[src/rtl/dxl_pkg.sv]
package dxl_pkg;
  // Effective limit: zero is treated as one transfer
  function automatic int unsigned lim_effective(int unsigned v);
    return (v == 0) ? 1 : v;
  endfunction

  // Saturating subtract
  function automatic int unsigned sat_sub(int unsigned c, int unsigned d);
    return (c > d) ? (c - d) : 0;
  endfunction

  // True when a transfer at byte offset low_bits ends on an align boundary
  function automatic logic ends_on_boundary(int unsigned low_bits,
                                            int unsigned xfer_bytes,
                                            int unsigned align);
    return ((low_bits + xfer_bytes) % align) == 0;
  endfunction
endpackage

[src/rtl/dxl_limit_reg.sv]
module dxl_limit_reg #(
  parameter int LIM_W     = 8,
  parameter int RESET_VAL = 16
) (
  input  logic             clk,
  input  logic             rst_n,
  input  logic             wr_en,
  input  logic [LIM_W-1:0] wr_data,
  input  logic             test_mode,
  output logic [LIM_W-1:0] lim_q,
  output logic             test_dec
);
  logic load_ok;
  assign load_ok  = wr_en && !test_mode;
  assign test_dec = wr_en && test_mode;

  always_ff @(posedge clk or negedge rst_n) begin
    if (!rst_n)       lim_q <= LIM_W'(RESET_VAL);
    else if (load_ok) lim_q <= wr_data;
  end
endmodule

[src/rtl/dxl_counter.sv]
module dxl_counter #(
  parameter int CNT_W     = 8,
  parameter int RESET_VAL = 16
) (
  input  logic             clk,
  input  logic             rst_n,
  input  logic             load,
  input  logic [CNT_W-1:0] load_val,
  input  logic [1:0]       dec_amt,
  output logic [CNT_W-1:0] cnt_q,
  output logic [CNT_W-1:0] cnt_after
);
  import dxl_pkg::*;

  always_comb begin
    if (load) cnt_after = load_val;
    else      cnt_after = CNT_W'(sat_sub(int'(cnt_q), int'(dec_amt)));
  end

  always_ff @(posedge clk or negedge rst_n) begin
    if (!rst_n) cnt_q <= CNT_W'(RESET_VAL);
    else        cnt_q <= cnt_after;
  end
endmodule

[src/rtl/dxl_boundary.sv]
module dxl_boundary #(
  parameter int ADDR_W     = 16,
  parameter int BURST_LEN  = 4,
  parameter int XFER_BYTES = 4
) (
  input  logic [ADDR_W-1:0] addr,
  output logic              ends_at_start
);
  import dxl_pkg::*;
  localparam int ALIGN = BURST_LEN * XFER_BYTES;
  localparam int AL_W  = (ALIGN > 1) ? $clog2(ALIGN) : 1;

  logic [AL_W-1:0] low;
  assign low           = addr[AL_W-1:0];
  assign ends_at_start = ends_on_boundary(int'(low), XFER_BYTES, ALIGN);
endmodule

[src/rtl/dma_xfer_limiter.sv]
module dma_xfer_limiter #(
  parameter int LIM_W      = 8,
  parameter int ADDR_W     = 16,
  parameter int BURST_LEN  = 4,
  parameter int XFER_BYTES = 4,
  parameter int RESET_LIM  = 16
) (
  input  logic              clk,
  input  logic              rst_n,
  input  logic              cfg_wr_en,
  input  logic [LIM_W-1:0]  cfg_wr_data,
  input  logic              limit_off,
  input  logic              test_mode,
  input  logic              cycle_start,
  input  logic              xfer_valid,
  input  logic [ADDR_W-1:0] xfer_addr,
  input  logic              xfer_desc,
  output logic              bus_release
);
  import dxl_pkg::*;

  // Named internal events
  logic [LIM_W-1:0] lim_q;
  logic             test_dec;
  logic [LIM_W-1:0] cnt_q, cnt_after, load_val;
  logic             strobe_cnt, bnd_hit, fire, rel_done;
  logic [1:0]       dec_amt;

  dxl_limit_reg #(.LIM_W(LIM_W), .RESET_VAL(RESET_LIM)) reg_i (
    .clk(clk), .rst_n(rst_n), .wr_en(cfg_wr_en), .wr_data(cfg_wr_data),
    .test_mode(test_mode), .lim_q(lim_q), .test_dec(test_dec)
  );

  assign strobe_cnt = xfer_valid && !xfer_desc && !cycle_start;
  assign dec_amt    = {1'b0, strobe_cnt} + {1'b0, test_dec};
  assign load_val   = LIM_W'(lim_effective(int'(lim_q)));

  dxl_counter #(.CNT_W(LIM_W), .RESET_VAL(RESET_LIM)) cnt_i (
    .clk(clk), .rst_n(rst_n), .load(cycle_start), .load_val(load_val),
    .dec_amt(dec_amt), .cnt_q(cnt_q), .cnt_after(cnt_after)
  );

  dxl_boundary #(.ADDR_W(ADDR_W), .BURST_LEN(BURST_LEN),
                 .XFER_BYTES(XFER_BYTES)) bnd_i (
    .addr(xfer_addr), .ends_at_start(bnd_hit)
  );

  assign fire = strobe_cnt && bnd_hit && (cnt_after == '0) &&
                !limit_off && !rel_done;

  always_ff @(posedge clk or negedge rst_n) begin
    if (!rst_n) begin
      bus_release <= 1'b0;
      rel_done    <= 1'b0;
    end else begin
      bus_release <= fire;
      if (cycle_start) rel_done <= 1'b0;
      else if (fire)   rel_done <= 1'b1;
    end
  end
endmodule

[config.mk]
export PLATFORM = sky130hd
export DESIGN_NAME = dma_xfer_limiter
export DESIGN_NICKNAME = d
export VERILOG_FILES = /design/src/rtl/dxl_pkg.sv /design/src/rtl/dxl_limit_reg.sv /design/src/rtl/dxl_counter.sv /design/src/rtl/dxl_boundary.sv /design/src/rtl/dma_xfer_limiter.sv
export SDC_FILE = /design/constraint.sdc
export NUM_CORES = 1
export LEC_CHECK = 0
export ABC_CLOCK_PERIOD_IN_PS = 2700
export CAP_MARGIN = 15
export CORE_MARGIN = 3
export CORE_UTILIZATION = 45
export DETAILED_ROUTE_END_ITERATION = 10
export GPL_TIMING_DRIVEN = 0
export HOLD_SLACK_MARGIN = 0.05
export PLACE_DENSITY = 0.85
export SLEW_MARGIN = 20
export SYNTH_ARGS = -nofsm -noshare
export SYNTH_HDL_FRONTEND = slang
export SYNTH_HIERARCHICAL = 1
export SYNTH_SLANG_ARGS = --single-unit
[constraint.sdc]
create_clock -name clk -period 2.7 [get_ports clk]
set_input_delay 0.54 -clock clk [delete_from_list [all_inputs] [get_ports clk]]
set_output_delay 0.54 -clock clk [all_outputs]
set_load 0.05 [all_outputs]
==> results.md, run 1 <==
- Vias per inst: 5.41
- Worst path cell trace: buf_8 -> and2_4 -> ha_4 -> ha_4 -> inv_2 -> fa_2 -> a211oi_2 -> and2_4 -> o31ai_4 -> nor4b_2 -> nand4_1 -> a21oi_1
- DRT iter0 DRCs: 1
- Layout Cells excl Fill: 150
- Crit path max fanout: 7
- Port Buffers: 20
- CTS tree: built
- Max Slew Vio Count: 0
- Crit path time final: 2660 ps
- Max VDD drop: 379 uV
- Fin Hold WS: 431 ps
- Worst path slowest cell: fa_2
- Power Density: 573 mW/mm^2
- CP startpoint kind: input port
- Final antenna-violating net count: 0
- GRT Overall Usage: 19.0%
- Vias: 811
- Slowest stage delay, CP: 370 ps
- CP startpoint: test_mode
- Simple logic cell fraction of the synthesized area: 21.3%
- Yosys cell types: 31
- Initial Util: 50.2%
- Leak Pwr: 0.612 nW
- Largest family of logic cells by synthesized area: simple AND/OR/NAND/NOR gates
- Pin count of the biggest net entering global routing: 19
- Detailed-route DRC error count: 0
- Vias in the first global route: 839
- Cell count after synthesis: 93
- Fin. Hold Viols: 0
- R2r setup slk: 370 ps
- Clk buf depth: 2
- Arrival time worst endpoint: 2870 ps
- Top-area cell type share of the netlist area: 38.7%
- Synth Area in Adders: 5.56%
- Chip Height: 54.0 um
- Hold Path Depth: 1
- Dpl cells: 140
- Hold Crit Start: rel_done$_DFFE_PN0P_
- Finished Core Util: 73.1%
- CTS root buf: clkbuf_4
- Post-DP HPWL: 1700 um
- Hold Path End: bus_release$_DFF_PN0_
- Design Area, Final: 0.00151 sq mm
- TritonCTS Buffers: 3
- Layout cells sized above 1: 45.5%
- Crit Reg-Reg Startpoint: cnt_i/cnt_q[0]$_DFF_PN0_
- Worst path top cell family by delay: simple AND/OR/NAND/NOR gates
- Fmax: 376 MHz
- Synth top area cells: dfrtp_1 39%, mux2_4 12%, dfstp_2 5.1%
- Worst-path clk slew: 100 ps
- Crit path kind: input port to register
- Worst path bufs/invs: 2
- Routed len/inst: 16.3 um
- Mapped Area: 0.00103 sq mm
- Gpl congestion: 0.795
- First-pass GRT wire length: 3900 um
- Total power: 0.864 mW
- Synth Flop Type: dfrtp_1
- Reg2reg path depth: 10
- Multiplexer share of the synthesized area: 11.6%
- Syn Area/Cell: 11.1 sq um
- Max Cap Violations: 0
- Max Clock Skew: 5.67 ps
- Clock sink count: 18
- Worst skew pair latency: 290 ps
- Worst setup EP type: register
- DRT Pass-1 Iters: 4
- Synth Area in Compound Gates: 7.74%
- Syn_nets: 129
- IO Pins: 33
- XOR/XNOR Fraction of Synth Area: 4.23%
- RSZ-0062 raised after global routing: yes
- Number of synthesized register bits: 18
- Seq/Total Area, Yosys: 43.8%
- Routed wire length: 2440 um
- Worst R2R End: rel_done$_DFFE_PN0P_
- Place WS: -892 ps
- CP required: 2910 ps
- Area grow syn2layout: 45.6%
- Setup TNS: 0 ps
- YS warnings: 6
- Worst slew margin: 46.8%
- Grt total ovfl: 0
- H-tree levels: 1
- Die area: 0.00291 sq mm
- Synth async-reset ratio: 100%
- DP Area: 0.00129 sq mm
- Final nets: 160
- Synth area leader: dfrtp_1
- Outcome: complete, no violations
- Hold Path Class: register to register
- Ant diodes: 0
- Die width: 54.0 um
- Period utilization: 98.5%
- FP Rows: 16
- Worst Slack Setup Final: 40.6 ps
- Final setup fails: 0
- Number of flops mapped to enable cells by yosys: 0
- Number of hold buffers added after cts: 0
- Actual slew at the worst max-slew pin: 795 ps
- Initial antenna violation count: 0
- Placeable Area: 0.00206 sq mm
worst reg2reg max path: cells and delay by family (launching register included):
family	cells	cell delay, ps
compound gates	3	490
flops	1	370
simple gates	3	770
buf+inv	2	120
fa+ha+maj	2	510
logic make-up after synthesis:
family / Yosys count
compound gates: 12
xor+xnor: 5
fa+ha+maj: 4
buf+inv: 14
flops: 18
mux: 8
simple gates: 32
cell usage in the layout (no fill, tap or decap), drive strengths merged, types with 3 or more instances in the layout:
cell / synthesis / layout
xnor2: 3 / 3
clkdlybuf4s50: 0 / 15
nor2: 4 / 4
buf: 1 / 11
nor2b: 3 / 3
dfrtp: 16 / 16
clkbuf: 9 / 14
mux2: 8 / 8
nor4: 3 / 3
a21oi: 3 / 3
nor3: 3 / 3
nand2: 9 / 9
o31ai: 6 / 6
inv: 4 / 4
ha: 3 / 3
routing by layer:
| metal | share of wire, % | wire length [um] | vias up | track usage, % |
|---|---|---|---|---|
| met5 | 0 | 0 | - | 0 |
| met4 | 0.74 | 18 | 0 | 8.51 |
| met3 | 4.7 | 114 | 2 | 1.94 |
| met2 | 57 | 1390 | 21 | 34.3 |
| met1 | 37 | 912 | 402 | 22.4 |
| li1 | - | - | 386 | - |
worst max path at each step:
stage                           endpoint  slack [ps]  depth (start not counted)
floorplan           rel_done$_DFFE_PN0P_           3                         12
global placement    rel_done$_DFFE_PN0P_        -840                         12
detailed placement  rel_done$_DFFE_PN0P_        -890                         13
CTS                 rel_done$_DFFE_PN0P_           2                         12
global route        rel_done$_DFFE_PN0P_         -50                         12
finish              rel_done$_DFFE_PN0P_          40                         12
cell usage after synthesis, drive strengths merged (2+ instances only):
master and number:
nor2b 3, a21oi 3, xor2 2, mux2 8, nor2 4, clkbuf 9, nor3 3, dfstp 2
o31ai 6, nor4 3, nand2 9, ha 3, dfrtp 16, inv 4, and2 2, xnor2 3
registers in the layout (all words and copies together) (netlist names):
register and flops:
bus_release 1, rel_done 1, reg_i/lim_q 8, cnt_i/cnt_q 8
where the power goes:
group          leakage [nW]  total [mW]  internal, mW  switching, mW
Clock                0.0210       0.161        0.0820         0.0794
Sequential            0.216       0.374         0.320         0.0539
Combinational         0.375       0.328         0.182          0.146
Total                 0.612       0.864         0.584          0.280
repair_timing:
action                     in CTS  in global routing
setup endpoints to repair       9                  2
pin swaps                      15                 13
resized for setup              38                 18
buffers inserted                4                  3
cloned                          0                  0
final cells by class:
cell class / instances / area, sq um
fillers: 150 / 556
plain buffers: 9 / 41.3
well taps: 27 / 33.8
inverters: 4 / 15.0
clock buffers: 4 / 36.3
flip-flops and latches: 18 / 453
multi-input cells: 61 / 674
repair buffers: 27 / 253
Note: power is estimated with default switching activity, not from simulation.
==> inputs of run 2 (changes only) <==
--- a/config.mk
+++ b/config.mk
@@ -9,11 +9,11 @@
 export CAP_MARGIN = 15
 export CORE_MARGIN = 3
 export CORE_UTILIZATION = 45
+export CTS_CLUSTER_SIZE = 20
 export DETAILED_ROUTE_END_ITERATION = 10
 export GPL_TIMING_DRIVEN = 0
 export HOLD_SLACK_MARGIN = 0.05
 export PLACE_DENSITY = 0.85
-export SLEW_MARGIN = 20
 export SYNTH_ARGS = -nofsm -noshare
 export SYNTH_HDL_FRONTEND = slang
 export SYNTH_HIERARCHICAL = 1
==> results of run 2 <==
The final DEF is identical to that of run 1; final timing and power are the same.
==> inputs of run 3 (changes only) <==
--- a/config.mk
+++ b/config.mk
@@ -14,6 +14,7 @@
 export GPL_TIMING_DRIVEN = 0
 export HOLD_SLACK_MARGIN = 0.05
 export PLACE_DENSITY = 0.85
+export REMOVE_ABC_BUFFERS = 1
 export SYNTH_ARGS = -nofsm -noshare
 export SYNTH_HDL_FRONTEND = slang
 export SYNTH_HIERARCHICAL = 1
==> run 3 against run 2 <==
Sequential power is essentially flat. Non-clock buffer count shrank 5. Global-route usage shrank 2.1 points. Setup slack gained 39 ps. Clock power shrank 3%. Worst hold slack lost 2.5 ps. Highest routed layer unchanged.
==> results.md, run 3 (same netlist as run 1, synthesis figures left out) <==
- Crit Reg-Reg Startpoint: cnt_i/cnt_q[1]$_DFF_PN0_
- Grt total ovfl: 0 (unchanged)
- Worst skew pair latency: 280 ps (about the same)
- Crit path kind: input port to register
- Reg2reg path depth: 8 (-2)
- Hold Path End: rel_done$_DFFE_PN0P_
- Most used cell, CP: ha_4
- Commonest non-fill, non-tap cell in the layout: dfrtp_1
- Fmax: 382 MHz (+1.5%)
- Fill cells: 132 (-12%)
- Routed len/inst: 15.6 um (-4.3%)
- Final nets: 155 (-3.1%)
- H-tree levels: 1 (unchanged)
- Switching share of power: 31.3% (-1.1 points)
- Routed wire length: 2260 um (-7.5%)
- Worst setup EP type: register
- Hold Path Depth: 2 (+1)
- Finished Core Util: 72.2% (-0.85 points)
- Die area: 0.00291 sq mm (unchanged)
- Most frequent cells in the layout: 16 x dfrtp_1, 15 x clkdlybuf4s50_1, 10 x buf_4
- Final antenna-violating net count: 0 (unchanged)
- Power Density: 564 mW/mm^2 (-1.6%)
- First-pass GRT wire length: 3440 um (-12%)
- Clock power frac: 18.6% (about the same)
- Worst slew margin: 49.6% (+2.7 points)
- Initial antenna violation count: 0 (unchanged)
- Vias in the first global route: 755 (-10%)
- DRT Pass-1 Iters: 4 (unchanged)
- Hold Crit Start: cycle_start
- CTS tree: built
- CP required: 2880 ps (-30 ps)
- Power share of the sequential group: 44.7% (+1.4 points)
- Worst path slowest cell: or4b_4
- CP startpoint kind: input port
- Total power: 0.840 mW (-2.7%)
- Max Slew Vio Count: 0 (unchanged)
- DRT iter0 DRCs: 15 (+14)
- Vias per inst: 5.18 (-4.2%)
- Die width: 54.0 um (unchanged)
- Hold Path Class: input port to register
- Place WS: -1150 ps (-262 ps)
- Pin count of the biggest net entering global routing: 19 (unchanged)
- Clock sink count: 18 (unchanged)
- Chip Height: 54.0 um (unchanged)
- Layout cells sized above 1: 50.0% (+4.5 points)
- Port Buffers: 20 (unchanged)
- Number of hold buffers added after cts: 0 (unchanged)
- Final setup fails: 0 (unchanged)
- GRT Overall Usage: 16.9% (-2.1 points)
- TritonCTS Buffers: 3 (unchanged)
- Worst path cell trace: buf_16 -> nor3b_4 -> ha_4 -> inv_4 -> ha_4 -> nor2b_4 -> or4b_4 -> or3_4 -> a21oi_4 -> nor4b_2 -> nand4_1 -> a21oi_1
- Max Clock Skew: 6.75 ps (+1.08 ps)
- Internal Power: 0.578 mW (-1.1%)
- CTS root buf: clkbuf_4
- Placeable Area: 0.00206 sq mm (unchanged)
- Power share of the combinational group: 36.7% (-1.3 points)
- Crit path max fanout: 8 (+1)
- Worst R2R End: rel_done$_DFFE_PN0P_
- Gpl congestion: 0.794 (-0.15%)
- Slowest stage delay, CP: 520 ps (+150 ps)
- Initial Util: 50.2% (unchanged)
- Detailed-route DRC error count: 0 (unchanged)
- FP Rows: 16 (unchanged)
- Fin. Hold Viols: 0 (unchanged)
- Crit path time final: 2620 ps (-39.2 ps)
- Clk buf depth: 2 (unchanged)
- Largest registers: cnt_i/cnt_q x8, reg_i/lim_q x8
- Worst path top cell family by delay: simple AND/OR/NAND/NOR gates
- Vias: 751 (-7.4%)
- Ant diodes: 0 (unchanged)
- Leak Pwr: 0.615 nW (+0.46%)
- Sw power: 0.263 mW (-6.0%)
- Period utilization: 97.0% (-1.5 points)
- Max Cap Violations: 0 (unchanged)
- Worst path bufs/invs: 2 (unchanged)
- Worst Slack Setup Final: 79.8 ps (+39.2 ps)
- Area grow syn2layout: 43.9%
- Post-DP HPWL: 1530 um (-10%)
- Worst-path clk slew: 100 ps (about the same)
- Max VDD drop: 406 uV (+7.2%)
- Outcome: complete, no violations
- R2r setup slk: 410 ps (+40 ps)
- Arrival time worst endpoint: 2800 ps (-70 ps)
- IO Pins: 33 (unchanged)
- Actual slew at the worst max-slew pin: 754 ps (-40.8 ps)
[run 3: how the worst max path moves through the flow]
stage / slack [ps] / startpoint / endpoint / cells after the start
floorplan: -60 / test_mode / rel_done$_DFFE_PN0P_ / 11
global placement: -1060 / cycle_start / rel_done$_DFFE_PN0P_ / 12
detailed placement: -1150 / cycle_start / rel_done$_DFFE_PN0P_ / 12
CTS: 4 / xfer_desc / rel_done$_DFFE_PN0P_ / 12
global route: -20 / cycle_start / bus_release$_DFF_PN0_ / 12
finish: 80 / cycle_start / rel_done$_DFFE_PN0P_ / 12
[run 3: through the flow]
| stage | std cells | hold slack, ps | cell area, sq um | TNS [ps] |
|---|---|---|---|---|
| 2_1_floorplan | 83 | 244 | 990 | -64.6 |
| 4_1_cts | 138 | 431 | 1400 | 0 |
| 5_1_grt | 145 | 415 | 1490 | -15.5 |
| 6_report | 145 | 428 | 1490 | 0 |
| 3_3_place_gp | 130 | 409 | 1220 | -6300 |
| 3_5_place_dp | 130 | 416 | 1220 | -7320 |
[run 3: what timing repair did]
action	4_1_cts	5_1_grt
pin swaps	14	11
buffers inserted	4	7
resized for setup	40	17
setup endpoints to repair	10	2
[run 3: cell type report]
class                   instances  area (sq um)  area share, %
clock buffers                   4          36.3           2.44
inverters                       4          17.5           1.18
multi-input cells              61           664           44.6
flip-flops and latches         18           453           30.4
well taps                      27          33.8           2.27
repair buffers                 31           284           19.1
[run 3: layer usage]
layer,global-route usage [%],up-vias,routed length [um]
met5,0,-,0
li1,-,367,-
met3,2.49,2,43
met2,28.8,10,1260
met1,21.4,372,942
met4,6.38,0,9
[run 3: power by group through the flow]
stage / registers (mW) / logic (mW) / clock network, mW
2_1_floorplan: 0.359 / 0.142 / 0
4_1_cts: 0.371 / 0.261 / 0.163
6_report: 0.376 / 0.308 / 0.156
3_3_place_gp: 0.368 / 0.199 / 0
5_1_grt: 0.383 / 0.329 / 0.174
3_5_place_dp: 0.372 / 0.207 / 0
